### src/rtl/fe_pkg.sv
package fe_pkg;
  localparam int INSTR_W = 16;
  localparam logic [3:0] OPC_JUMP = 4'hC;
  localparam logic [3:0] OPC_PLAIN = 4'h1;

  function automatic logic is_jump(input logic [INSTR_W-1:0] w);
    return w[15:12] == OPC_JUMP;
  endfunction

  // target = own address + sign-extended 12-bit byte offset
  function automatic logic [31:0] jump_target(input logic [31:0] pc,
                                               input logic [INSTR_W-1:0] w);
    return pc + {{20{w[11]}}, w[11:0]};
  endfunction

  // Built-in program, indexed by word
  function automatic logic [INSTR_W-1:0] rom_word(input int idx);
    case (idx)
      3:       return {OPC_JUMP, 12'd44};     // at 12 -> 56
      14:      return {OPC_JUMP, 12'd16};     // at 56 -> 72
      15:      return {OPC_JUMP, 12'hFD8};    // at 60, -40, slot branch
      18:      return {OPC_JUMP, 12'hFB8};    // at 72 -> 0
      default: return {OPC_PLAIN, 4'h0, 8'(idx)};
    endcase
  endfunction
endpackage

### src/rtl/fe_pc_reg.sv
module fe_pc_reg #(
  parameter int ADDR_W = 7,
  parameter int STEP   = 4
) (
  input  logic              clk,
  input  logic              rst,
  input  logic              redirect,
  input  logic [ADDR_W-1:0] target,
  output logic [ADDR_W-1:0] pc_q
);
  logic [ADDR_W-1:0] seq_pc;
  assign seq_pc = pc_q + ADDR_W'(STEP);

  always_ff @(posedge clk) begin
    if (rst)           pc_q <= '0;
    else if (redirect) pc_q <= target;
    else               pc_q <= seq_pc;
  end

  p_reset_pc_r1: assert property (@(posedge clk) rst |=> (pc_q == '0));
  p_seq_step_r2: assert property (@(posedge clk) disable iff (rst)
    (!redirect) |=> (pc_q == $past(pc_q) + ADDR_W'(STEP)));
  p_redirect_r5: assert property (@(posedge clk) disable iff (rst)
    redirect |=> (pc_q == $past(target)));
endmodule

### src/rtl/fe_irom.sv
module fe_irom #(
  parameter int ADDR_W = 7,
  parameter int DEPTH  = 32
) (
  input  logic [ADDR_W-1:0]          addr,
  output logic [fe_pkg::INSTR_W-1:0] word
);
  localparam int IDX_W = $clog2(DEPTH);
  logic [fe_pkg::INSTR_W-1:0] mem [DEPTH];
  logic [IDX_W-1:0] idx;

  for (genvar i = 0; i < DEPTH; i++) begin : g_rom
    assign mem[i] = fe_pkg::rom_word(i);
  end

  assign idx  = IDX_W'(addr >> 2);
  assign word = mem[idx];
endmodule

### src/rtl/fe_decode.sv
module fe_decode #(
  parameter int ADDR_W = 7
) (
  input  logic                       valid,
  input  logic                       in_slot,
  input  logic [ADDR_W-1:0]          pc,
  input  logic [fe_pkg::INSTR_W-1:0] instr,
  output logic                       redirect,
  output logic [ADDR_W-1:0]          target
);
  assign redirect = valid && !in_slot && fe_pkg::is_jump(instr);
  assign target   = ADDR_W'(fe_pkg::jump_target(32'(pc), instr));

  always_comb begin
    p_slot_quiet_r8: assert (!(valid && in_slot) || !redirect);
  end
endmodule

### src/rtl/fe_ifid.sv
module fe_ifid #(
  parameter int ADDR_W = 7
) (
  input  logic                       clk,
  input  logic                       rst,
  input  logic                       slot_mode,
  input  logic                       redirect,
  input  logic [ADDR_W-1:0]          fetch_pc,
  input  logic [fe_pkg::INSTR_W-1:0] fetch_word,
  output logic                       valid_q,
  output logic                       slot_q,
  output logic [ADDR_W-1:0]          pc_q,
  output logic [fe_pkg::INSTR_W-1:0] instr_q
);
  logic bubble;
  assign bubble = redirect && !slot_mode;

  always_ff @(posedge clk) begin
    if (rst) begin
      valid_q <= 1'b0;
      slot_q  <= 1'b0;
      pc_q    <= '0;
      instr_q <= '0;
    end else if (bubble) begin
      valid_q <= 1'b0;
      slot_q  <= 1'b0;
    end else begin
      valid_q <= 1'b1;
      slot_q  <= redirect;
      pc_q    <= fetch_pc;
      instr_q <= fetch_word;
    end
  end

  p_reset_clear_r1: assert property (@(posedge clk) rst |=> !valid_q);
  p_pc_copy_r3: assert property (@(posedge clk) disable iff (rst)
    (!bubble) |=> (valid_q && pc_q == $past(fetch_pc)));
  p_bubble_r7: assert property (@(posedge clk) disable iff (rst)
    bubble |=> !valid_q);
  p_slot_kept_r6: assert property (@(posedge clk) disable iff (rst)
    (redirect && slot_mode) |=> (valid_q && slot_q));
endmodule

### src/rtl/fetch_branch_frontend.sv
module fetch_branch_frontend #(
  parameter int ADDR_W    = 7,
  parameter int ROM_DEPTH = 32,
  parameter int STEP      = 4
) (
  input  logic                       clk,
  input  logic                       rst,
  input  logic                       delay_mode,
  output logic [ADDR_W-1:0]          fetch_pc,
  output logic                       out_valid,
  output logic [ADDR_W-1:0]          out_pc,
  output logic [fe_pkg::INSTR_W-1:0] out_instr,
  output logic                       out_redirect
);
  logic                       mode_q;
  logic                       redirect;
  logic [ADDR_W-1:0]          target;
  logic [fe_pkg::INSTR_W-1:0] fetch_word;
  logic                       id_slot;

  always_ff @(posedge clk) begin
    if (rst) mode_q <= delay_mode;
  end

  fe_pc_reg #(.ADDR_W(ADDR_W), .STEP(STEP)) u_pc (
    .clk(clk), .rst(rst), .redirect(redirect), .target(target), .pc_q(fetch_pc));

  fe_irom #(.ADDR_W(ADDR_W), .DEPTH(ROM_DEPTH)) u_rom (
    .addr(fetch_pc), .word(fetch_word));

  fe_ifid #(.ADDR_W(ADDR_W)) u_ifid (
    .clk(clk), .rst(rst), .slot_mode(mode_q), .redirect(redirect),
    .fetch_pc(fetch_pc), .fetch_word(fetch_word),
    .valid_q(out_valid), .slot_q(id_slot), .pc_q(out_pc), .instr_q(out_instr));

  fe_decode #(.ADDR_W(ADDR_W)) u_dec (
    .valid(out_valid), .in_slot(id_slot), .pc(out_pc), .instr(out_instr),
    .redirect(redirect), .target(target));

  assign out_redirect = redirect;

  p_mode_frozen_r9: assert property (@(posedge clk) disable iff (rst)
    !$past(rst) |-> $stable(mode_q));
endmodule

### config.mk
export PLATFORM = sky130hd
export DESIGN_NAME = fetch_branch_frontend
export DESIGN_NICKNAME = d
export VERILOG_FILES = /design/src/rtl/fe_pkg.sv /design/src/rtl/fe_pc_reg.sv /design/src/rtl/fe_irom.sv /design/src/rtl/fe_decode.sv /design/src/rtl/fe_ifid.sv /design/src/rtl/fetch_branch_frontend.sv
export SDC_FILE = /design/constraint.sdc
export NUM_CORES = 1
export LEC_CHECK = 0
export BUFFER_PORTS_ARGS = -buffer_cell sky130_fd_sc_hd__buf_4
export CAP_MARGIN = 20
export CELL_PAD_IN_SITES_DETAIL_PLACEMENT = 2
export CELL_PAD_IN_SITES_GLOBAL_PLACEMENT = 2
export CORE_ASPECT_RATIO = 2
export CORE_MARGIN = 2
export CORE_UTILIZATION = 28
export DETAILED_ROUTE_END_ITERATION = 10
export PLACE_DENSITY = 0.86
export SLEW_MARGIN = 20
export SYNTH_ARGS = -nofsm -noshare
export SYNTH_HDL_FRONTEND = slang
export SYNTH_SLANG_ARGS = --single-unit
### constraint.sdc
create_clock -name clk -period 1.8 [get_ports clk]
set_clock_uncertainty 0.15 [all_clocks]
set_input_delay 0.36 -clock clk [delete_from_list [all_inputs] [get_ports clk]]
set_output_delay 0.36 -clock clk [all_outputs]
set_load 0.1 [all_outputs]
After elaboration in Yosys (flattened, before gate mapping)
Memories as Yosys holds them, arrays and structs flattened. A register that Yosys moved wholly into a read port is not among the register bits.
Index checks and enable logic that the tools add are counted.
Word-level totals
  register bits: 17
  input bits: 3
  bits in latches: 0
  logic and storage cells: 19
  output and inout bits: 32
  memories: 1
  bits in writable memories: 0
  memory bits (read-only): 512
Memories
  (name not given): depth 32, bits a word 16, read ports 1, clocked after memory_dff 1, wr ports 0, RTL line fe_irom.sv:17  | assign word = mem[idx];
Operators by class
  equality and inequality tests: 1
  multipliers: 0
  order comparisons: 0
  add/sub/neg operators: 2
  bitwise operators: 1
  shift-type cells: 0
  reduce and logical (&&, ||, !) cells: 7
  divide/modulo/power cells: 0
  multiplexer cells: 2
Operator list (number)
  $add A7 B3 Y7 const B: 1
  $add A7 B7 Y7: 1
  $mux W7: 1
  $not A5 Y6: 1
  $eq A4 B4 Y1 const B: 1
  $logic_and A1 B1 Y1: 3
  $logic_not A1 Y1: 3
  $reduce_or A2 Y1: 1
  $mux W1: 1

Depth between registers and ports, before layout
Gate-level depths: netlist (run 1).
  word-level depth: 5
  gate-level depth with buffers: 7
  mapped depth without buffers: 6

Cells and area by module
Synthesis (run 1) repeated with hierarchy kept, for this count alone.
Second synthesis, totals
  cell total of the unflattened synthesis: 207
  area total of the unflattened synthesis: 2030.7 um2
Modules (own cells, without submodules)
  fe_ifid: cells an instance 109, area an instance 1173.6 um2, times used 1, sequential area each 500.5 um2
  fe_pc_reg: cells an instance 31, area an instance 341.6 um2, times used 1, sequential area each 140.1 um2
  fe_decode: cells an instance 35, area an instance 285.3 um2, times used 1, sequential area each 0.0 um2
  fe_irom: cells an instance 31, area an instance 200.2 um2, times used 1, sequential area each 0.0 um2
  fetch_branch_frontend: cells an instance 1, area an instance 30.0 um2, times used 1, sequential area each 30.0 um2

Least setup slack after synthesis (run 1)
OpenSTA, ideal clock, no wires.
  kind: reg2reg
  from: register u_ifid.instr_q[14] (netlist name)
  to: register u_ifid.pc_q[2]
  stages on the path, launching flop included: 8
  library setup time: 135 ps
  required time: 1515 ps
  buffers on the path: 2
  clock period less this slack: 2429 ps
  data arrival time: 2143 ps
  path slack: -629 ps
  cell sequence: dfxtp_1 nand4bb_1 inv_2 nand2b_1 buf_2 buf_6 nand2_1 a21oi_1
Between the ends
  cells in the longest elaborated chain, start to end: 3
RTL lines
  start, declared: RTL line fe_ifid.sv:13  | output logic [fe_pkg::INSTR_W-1:0] instr_q
  $eq A4 B4 Y1: RTL line fe_pkg.sv:7  | return w[15:12] == OPC_JUMP;
  $logic_and A1 B1 Y1: RTL line fe_decode.sv:11  | assign redirect = valid && !in_slot && fe_pkg::is_jump(instr);
  net out_redirect: RTL line fetch_branch_frontend.sv:13  | output logic out_redirect
  $logic_and A1 B1 Y1: RTL line fe_ifid.sv:16  | assign bubble = redirect && !slot_mode;
  end signal, assigned: RTL line fe_ifid.sv:30  | pc_q <= fetch_pc;
  end, declared: RTL line fe_ifid.sv:12  | output logic [ADDR_W-1:0] pc_q,
The timed path passes the listed nets, and every way through them passes these cells.
A chain may end at the register's enable or synchronous reset.

Worst setup path in the final report (run 1)
  from: register u_ifid.instr_q[0] (netlist name)
  to: register u_pc.pc_q[6]
Between the ends
  cells in the longest elaborated chain, start to end: 2
RTL lines
  $add A7 B7 Y7: RTL line fe_pkg.sv:13  | return pc + {{20{w[11]}}, w[11:0]};
  $mux W7: RTL line fe_pc_reg.sv:16  | else if (redirect) pc_q <= target;
  end signal, assigned: RTL line fe_pc_reg.sv:16
  end signal, assigned: RTL line fe_pc_reg.sv:17  | else pc_q <= seq_pc;
  end, declared: RTL line fe_pc_reg.sv:9  | output logic [ADDR_W-1:0] pc_q
No other way between the ends.

==> flow_summary.yaml, run 1 <==
floorplanning:
  die_w_um: 56.3
  io_pins: 35
  num_rows: 38
  die_area_sq_um: 6120
  initial_core_util: 0.285
  core-area_sq_um: 5370
  die_y_um: 109
global_route:
  grt_pass1_vias: 1545
  antenna_found_initial: 0
  grt-ovfl-total: 0
  grt_max_degree: 29
  use_met2: 0.329
  top_usage_layer: "met2"
  grtUsageMet3: 0.0130
  grt_pass1_wl_um: 7890
  track_usage: 0.167
  met1_usage: 0.174
yosys:
  ys_ff_latch: 27
  syn-instance-count: 179
  synth.area.top_cells: "dfxtp_1, ha_1, nand2_1, a21oi_1, nor2_1"
  ys_warn_count: 0
  netlist_area_sq_um: 1530
  syn_avg_cell_area_sq_um: 8.56
  synth_cell_types: 41
  syn_nets: 196
  synth.largest_area_cell: "dfxtp_1"
  yosysSeqAreaShare: 0.359
  synth_top_area_frac: 0.340
drt:
  wl_um: 4870
  drtPass1Iterations: 4
  vias: 1403
  drt_iter0_markers: 22
  avgViaCountPerCell: 5.16
  routedWlPerCell_um: 17.9
  ant_nets: 0
  drc: 0
pwr:
  vdd.ir_drop.worst_uv: 422
  p_sw_frac: 0.376
  intPower_mw: 0.878
  power_mw: 1.41
  p_leak_nw: 0.905
  p_seq_frac: 0.471
  pwr-share-clk: 0.259
  pwr-share-comb: 0.270
  power.switching_mw: 0.529
  powerDensity_nw_per_um2: 697
setup_path:
  start_kind: "flop"
  path_class: "reg2reg"
  arrival_ps: 1950
  worstPathRequired_ps: 1830
  path_max_fanout: 3
  crit_path_end_kind: "flop"
timing:
  fin_ws_ps: -114
  period_share: 1.06
  rsz0062_at_grt: "true"
  drv_slew: 0
  setup_viol: 2
  fmax_mhz: 522
  hold-worst-slack_ps: 91.3
  period_minus_slack_ps: 1910
  hold_viol_final: 0
final_layout:
  finalNonFillerCells: 272
  drive_above_1_share: 0.392
  finalNetCount: 230
  area_growth_pct: 31.6
  antenna_cells: 0
place:
  hpwl_um: 3600
  dp_worst_setup_slack_ps: -12.5
  dp.cells: 263
  io_buffer_count: 33
  routabilityCongestion: 0.738
clocking:
  clockBufferDepth: 2
  insertion_delay_ps: 290
  clockRootBuffer: "clkbuf_8"
  clkSinkCount: 27
  cts.htree.levels: 1
  cts_tree: "yes"
  cts_buffers: 3
  clk_pin_slew_ps: 100
min_path:
  hold_class: "in2reg"
outcome:
  outcome: "complete, but fails checks"
  violations: "setup timing"
job:
  maxCapViolations: 0
cells by family after synthesis:
family | share of synthesized area
xor+xnor | 0.0286
compound gates | 0.185
buf+inv | 0.0865
mux | 0.0196
fa+ha+maj | 0.119
other cells | 0.00245
flops | 0.359
simple gates | 0.199
cells in the mapped netlist:
| cell type | n |
|---|---|
| nor2_1 | 17 |
| xor2_1 | 4 |
| conb_1 | 1 |
| buf_2 | 4 |
| o32ai_1 | 1 |
| o211ai_1 | 2 |
| and3_1 | 2 |
| and2_0 | 1 |
| nor3_1 | 6 |
| nand2b_1 | 2 |
| o21ai_0 | 1 |
| a21oi_1 | 16 |
| inv_1 | 5 |
| inv_2 | 1 |
| a311oi_1 | 1 |
| a211oi_1 | 7 |
| fa_1 | 1 |
| o41ai_1 | 1 |
| ha_1 | 13 |
| a21oi_2 | 1 |
| or2_4 | 1 |
| a21o_1 | 5 |
| xnor2_1 | 1 |
| nand4bb_1 | 1 |
| buf_6 | 3 |
| nor4_1 | 1 |
| nand2_1 | 26 |
| buf_4 | 6 |
| mux2i_1 | 3 |
| nand3_1 | 5 |
| dfxtp_1 | 26 |
| clkbuf_1 | 3 |
| a22o_1 | 1 |
| nor2_4 | 1 |
| a211o_1 | 2 |
| nand3b_1 | 1 |
| a211oi_2 | 2 |
| or2_2 | 1 |
| and2_1 | 1 |
| edfxtp_1 | 1 |
| o21bai_1 | 1 |
final cells by class:
cell class	instances	area (sq um)
inverters	6	36.3
repair buffers	45	350
multi-input cells	130	901
well taps	60	75.1
fillers	623	3360
flip-flops and latches	27	609
clock buffers	4	45.0
through the flow:
stage / util / setup TNS (ps) / cell area, sq um
floorplan: - / -81.2 / 1620
global placement: 0.351 / 0 / 1890
CTS: 0.367 / -11.6 / 1970
detailed placement: 0.351 / -12.5 / 1890
finish: 0.375 / -139 / 2020
global route: 0.375 / -357 / 2020
power by group through the flow:
stage	combinational [mW]	sequential (mW)	clock, mW
after floorplan	0.132	0.833	0
final	0.380	0.663	0.364
after CTS	0.380	0.664	0.380
after global routing	0.400	0.669	0.398
after detailed placement	0.374	0.677	0
after global placement	0.366	0.674	0
layout by cell type, fill, tap and decap left out, types with 5 or more instances in the layout:
cell type / instances
a211oi_2: 6
a21o_1: 5
a21oi_1: 16
buf_4: 44
dfxtp_1: 5
dfxtp_2: 8
dfxtp_4: 13
ha_1: 12
inv_1: 5
nand2_1: 26
nand3_1: 5
nor2_1: 17
nor3_1: 6
flip-flops by register name, summed over array words and instances (netlist names):
register and flops:
mode_q 1, u_ifid.slot_q 1, u_pc.pc_q 7, u_ifid.instr_q 10, u_ifid.valid_q 1, u_ifid.pc_q 7
path summary, 6_finish.rpt:
kind | startpoint | end | slack (ps) | cells after the start
worst max-delay path | u_ifid.instr_q[0] | u_pc.pc_q[6] | -110 | 7
worst min register to register | u_pc.pc_q[1] | u_ifid.pc_q[1] | 330 | 2
worst max register to register | u_ifid.instr_q[0] | u_pc.pc_q[6] | -110 | 7
worst min-delay path | delay_mode | mode_q | 90 | 1
repair_timing:
item	4_1_cts	5_1_grt
pin swaps	0	4
setup endpoints to repair	2	3
hold buffers	0	0
gates resized for setup	4	4
setup buffers	2	3
critical path: stages, from the launching register on:
cell and delay (ps):
dfxtp_4 360, ha_4 160, fa_2 350, a211o_1 270, o211ai_1 180, buf_4 180
a21o_1 110, a211oi_2 50
layer usage:
metal	vias up	routed length (um)
met5	-	0
met4	0	104
met3	8	96
met2	22	2790
met1	698	1880
li1	675	-
(Power assumes the default switching activity.)
==> run 2: changes to the inputs <==
--- a/config.mk
+++ b/config.mk
@@ -5,15 +5,16 @@
 export SDC_FILE = /design/constraint.sdc
 export NUM_CORES = 1
 export LEC_CHECK = 0
+export ABC_AREA = 1
 export BUFFER_PORTS_ARGS = -buffer_cell sky130_fd_sc_hd__buf_4
 export CAP_MARGIN = 20
 export CELL_PAD_IN_SITES_DETAIL_PLACEMENT = 2
 export CELL_PAD_IN_SITES_GLOBAL_PLACEMENT = 2
 export CORE_ASPECT_RATIO = 2
 export CORE_MARGIN = 2
-export CORE_UTILIZATION = 28
+export CORE_UTILIZATION = 23
 export DETAILED_ROUTE_END_ITERATION = 10
-export PLACE_DENSITY = 0.86
+export PLACE_DENSITY = 0.78
 export SLEW_MARGIN = 20
 export SYNTH_ARGS = -nofsm -noshare
 export SYNTH_HDL_FRONTEND = slang
==> flow_summary.yaml, run 2 <==
setup_path:
  worst_path_max_delay_cell: "dfxtp_4"
  start_kind: "flop"
  path_max_fanout: 7
  arrival_ps: 1220
  crit_chain: "nor2_1, nand3_2, clkinv_4, buf_12"
  worst_r2r_path_depth: 9
  path_class: "reg2out"
  crit_path_end_kind: "primary output"
  worstPathRequired_ps: 1290
  slowest_delay_ps: 340
drt:
  routedWlPerCell_um: 15.6
  drt_iter0_markers: 24
  wl_um: 4930
  drc: 0
  ant_nets: 0
  vias: 1403
  avgViaCountPerCell: 4.44
  drtPass1Iterations: 4
yosys:
  syn_avg_cell_area_sq_um: 7.50
  ys.flop_type: "dfxtp_1"
  synth.most_common_cell: "nand2_1"
  ys_top_cells_by_count: "nand2_1, dfxtp_1, inv_1"
  synth.largest_area_cell: "dfxtp_1"
  yosysSeqAreaShare: 0.369
  syn-instance-count: 199
  synth_cell_types: 28
  netlist_area_sq_um: 1490
  synth_edf_count: 1
  ys_warn_count: 0
  async_flop_share: 0
  synth.area.top_cells: "dfxtp_1, ha_1, nand2_1, o21ai_0, a21oi_1"
  syn_nets: 216
  ys_ff_latch: 27
  synth_top_area_frac: 0.349
clocking:
  clockRootBuffer: "clkbuf_16"
  cts_buffers: 3
  insertion_delay_ps: 280
  cts.htree.levels: 1
  clockBufferDepth: 2
  cts_tree: "yes"
  clk_pin_slew_ps: 80
  hold_buffers: 0
  clkSinkCount: 27
place:
  routabilityCongestion: 0.762
  dp.cells: 312
  io_buffer_count: 33
  hpwl_um: 4040
floorplanning:
  die_w_um: 61.0
  die_area_sq_um: 7190
  io_pins: 35
  die_y_um: 118
  core-area_sq_um: 6310
  initial_core_util: 0.237
  num_rows: 41
min_path:
  whs_path_depth: 1
  hold_class: "in2reg"
global_route:
  grt_pass1_wl_um: 8090
  track_usage: 0.154
  grt_pass1_vias: 1548
  grt_max_degree: 17
  grt-ovfl-total: 0
  antenna_found_initial: 0
job:
  maxCapViolations: 0
timing:
  period_share: 0.962
  rsz0062_at_grt: "true"
  period_minus_slack_ps: 1730
  drv_slew: 0
  hold_viol_final: 0
  setup_viol: 0
  fmax_mhz: 577
final_layout:
  finalNonFillerCells: 316
  layout_commonest_cell: "nand2_1"
  area_growth_pct: 30.3
  top_regs: "u_ifid.instr_q x10, u_ifid.pc_q x7, u_pc.pc_q x7"
  antenna_cells: 0
  regMostFlops: "u_ifid.instr_q"
  drive_above_1_share: 0.313
  layout_common_cells: "nand2_1, buf_4, inv_1"
  fill_cells: 764
  largest_reg_flops: 10
  finalNetCount: 248
  fin_util: 0.308
outcome:
  outcome: "complete, no violations"
pwr:
  powerDensity_nw_per_um2: 818
  p_leak_nw: 0.931
  vdd.ir_drop.worst_uv: 319
==> run 2: cells by family after synthesis <==
kind of cell | share of synthesized area
AO/OA/AOI/OAI | 0.148
XOR/XNOR | 0.0117
adder cells (fa/ha/maj) | 0.122
buffers and inverters | 0.115
flip-flops | 0.369
other | 0.00251
AND/OR/NAND/NOR | 0.231
==> run 2: worst paths after layout <==
path                      startpoint  slack [ps]        endpoint
setup / recovery  u_ifid.instr_q[12]          70    out_redirect
hold / removal            delay_mode         110          mode_q
setup reg to reg      u_ifid.pc_q[0]          90    u_pc.pc_q[6]
hold reg to reg         u_pc.pc_q[1]         320  u_ifid.pc_q[1]
==> run 2: critical path: cells and delay by family (launching register included) <==
kind | cells | cell delay (ps)
DFF | 1 | 340
buffers and inverters | 2 | 310
and+or+nand+nor | 2 | 290
==> run 2: timing repair <==
action                     in CTS  in global routing
resized for setup               3                  4
buffers inserted                0                  0
setup endpoints to repair       1                  3
gates cloned                    0                  0
==> run 2: layout make-up <==
| cell class | instances | area, sq um | area share |
|---|---|---|---|
| multi-input combinational | 138 | 776 | 0.399 |
| sequential | 27 | 594 | 0.305 |
| timing repair buffer | 37 | 290 | 0.149 |
| tap | 86 | 108 | 0.0553 |
| inverter | 24 | 95.1 | 0.0489 |
| clock buffer | 3 | 75.1 | 0.0386 |
| clock inverter | 1 | 7.51 | 0.00386 |
==> run 2: where the power goes <==
group / internal, mW / leakage, nW / total [mW] / switching, mW
clock network: 0.303 / 0.0371 / 0.539 / 0.235
registers: 0.629 / 0.232 / 0.664 / 0.0351
logic: 0.0882 / 0.662 / 0.388 / 0.300
total: 1.02 / 0.931 / 1.59 / 0.570
==> run 2: routing by layer <==
layer  up-vias  wire length (um)  track usage
met1       668              1830        0.160
met5         -                 0            0
li1        703                 -            -
met4         0               140       0.0666
met2        25              2860        0.284
met3         7                97       0.0209
==> run 2: stage by stage <==
stage / hold WS, ps / total power, mW / cell area [sq um] / setup slack, ps / setup TNS [ps]
2_1_floorplan: 309 / 0.972 / 1540 / -32.9 / -32.9
3_3_place_gp: 307 / 1.06 / 1840 / 134 / 0
3_5_place_dp: 314 / 1.07 / 1840 / 77.5 / 0
4_1_cts: 110 / 1.61 / 1940 / 9.93 / 0
5_1_grt: 103 / 1.66 / 1950 / -17.8 / -31.6
6_report: 112 / 1.59 / 1950 / 68.0 / 0
==> run 3: changes to the inputs <==
--- a/config.mk
+++ b/config.mk
@@ -8,13 +8,13 @@
 export ABC_AREA = 1
 export BUFFER_PORTS_ARGS = -buffer_cell sky130_fd_sc_hd__buf_4
 export CAP_MARGIN = 20
-export CELL_PAD_IN_SITES_DETAIL_PLACEMENT = 2
-export CELL_PAD_IN_SITES_GLOBAL_PLACEMENT = 2
-export CORE_ASPECT_RATIO = 2
+export CELL_PAD_IN_SITES_DETAIL_PLACEMENT = 1
+export CELL_PAD_IN_SITES_GLOBAL_PLACEMENT = 1
 export CORE_MARGIN = 2
 export CORE_UTILIZATION = 23
 export DETAILED_ROUTE_END_ITERATION = 10
-export PLACE_DENSITY = 0.78
+export HOLD_SLACK_MARGIN = 0.15
+export PLACE_DENSITY = 0.66
 export SLEW_MARGIN = 20
 export SYNTH_ARGS = -nofsm -noshare
 export SYNTH_HDL_FRONTEND = slang
==> flow_summary.yaml, run 3 (same netlist as run 2, synthesis figures left out) <==
floorplanning:
  initial_core_util: 0.236
  die_w_um: 84.6
  die_area_sq_um: 7150
  core-area_sq_um: 6310
  num_rows: 29
  die_y_um: 84.6
  io_pins: 35
pwr:
  vdd.ir_drop.worst_uv: 315
  p_leak_nw: 0.909
  powerDensity_nw_per_um2: 746
  p_seq_frac: 0.472
  pwr-share-comb: 0.265
  pwr-share-clk: 0.264
  power.switching_mw: 0.541
  intPower_mw: 0.872
  p_sw_frac: 0.383
outcome:
  outcome: "complete, no violations"
timing:
  hold_viol_final: 0
  hold-worst-slack_ps: 213
  period_share: 0.954
  drv_slew: 0
  fmax_mhz: 582
  period_minus_slack_ps: 1720
  rsz0062_at_grt: "false"
  setup_viol: 0
setup_path:
  worstPathRequired_ps: 1290
  worst_r2r_path_depth: 9
  path_class: "reg2out"
  crit_path_end_kind: "primary output"
  start_kind: "flop"
  arrival_ps: 1210
  path_max_fanout: 7
clocking:
  insertion_delay_ps: 280
  clkSinkCount: 27
  cts_tree: "yes"
  clockBufferDepth: 2
  clk_pin_slew_ps: 100
  cts_buffers: 3
  cts.htree.levels: 1
  clockRootBuffer: "clkbuf_8"
place:
  hpwl_um: 3350
  routabilityCongestion: 0.839
  place_area_sq_um: 1820
  io_buffer_count: 33
  dp.cells: 301
drt:
  drt_iter0_markers: 56
  avgViaCountPerCell: 4.51
  ant_nets: 0
  wl_um: 4340
  vias: 1380
  drtPass1Iterations: 4
  routedWlPerCell_um: 14.2
  drc: 0
global_route:
  use_met2: 0.202
  grt_max_degree: 16
  met1_usage: 0.173
  grtUsageMet3: 0.0265
  grt_pass1_wl_um: 7200
  grt-ovfl-total: 0
  antenna_found_initial: 0
  track_usage: 0.126
  grt_pass1_vias: 1445
  top_usage_layer: "met2"
final_layout:
  final_cell_area_sq_um: 1890
  antenna_cells: 0
  top_regs: "u_ifid.instr_q x10, u_ifid.pc_q x7, u_pc.pc_q x7"
  layout_common_cells: "nand2_1, buf_4, inv_1"
  layout_commonest_cell: "nand2_1"
  drive_above_1_share: 0.306
  largest_reg_flops: 10
  area_growth_pct: 26.9
  regMostFlops: "u_ifid.instr_q"
  finalNonFillerCells: 306
  finalNetCount: 247
min_path:
  hold_class: "in2reg"
  whs_path_depth: 2
job:
  maxCapViolations: 0
## run 3: cell count changes in the layout (fill, tap and decap cells not counted), sizes merged
cell,change
buf,-2
clkbuf,+1
clkinvlp,-1
dlygate4sd3,+1
## run 3: layer usage
metal / part of all wire / routed length, um
met5: 0 / 0
met4: 0.0099 / 43
met3: 0.039 / 171
met2: 0.46 / 1980
met1: 0.49 / 2140
## run 3: worst max-delay path: stages, from the launching register on
cell and delay [ps]:
dfxtp_4 360, nor2_1 120, nand3_2 150, clkinv_4 130
buf_12 180
## run 3: final timing paths
kind | startpoint | endpoint | slack, ps
max | u_ifid.instr_q[12] | out_redirect | 80
min | rst | u_ifid.instr_q[5] | 210
max reg2reg | u_ifid.pc_q[0] | u_pc.pc_q[6] | 120
min reg2reg | u_ifid.instr_q[6] | u_ifid.instr_q[6] | 330
## run 3: power by group through the flow
stage / Clock, mW / Combinational (mW) / Sequential, mW
detailed placement: 0 / 0.373 / 0.682
global placement: 0 / 0.371 / 0.680
global route: 0.406 / 0.400 / 0.672
floorplan: 0 / 0.121 / 0.850
CTS: 0.375 / 0.376 / 0.668
finish: 0.373 / 0.374 / 0.667
## run 3: area by class of cell
| class | count | area (sq um) |
|---|---|---|
| Sequential cell | 27 | 594 |
| Timing Repair Buffer | 36 | 285 |
| Multi-Input combinational cell | 138 | 778 |
| Inverter | 24 | 95.1 |
| Tap cell | 77 | 96.3 |
| Clock buffer | 4 | 45.0 |
| Fill cell | 785 | 4420 |
## run 3: repair_timing
action,CTS,global route
endpoints found under the setup margin,1,3
resized for setup,1,7
hold endpoints to repair,1,0
hold buffers,1,0
pin swaps,0,0
gates cloned,0,0
buffers inserted,0,0
## run 3: per-stage QoR
step	setup TNS, ps	power [mW]	util	setup slack [ps]
CTS	0	1.42	0.297	10.9
floorplan	-32.9	0.972	-	-32.9
global placement	0	1.05	0.288	133
global route	0	1.48	0.300	9.51
finish	0	1.41	0.300	83.2
detailed placement	0	1.05	0.288	71.6
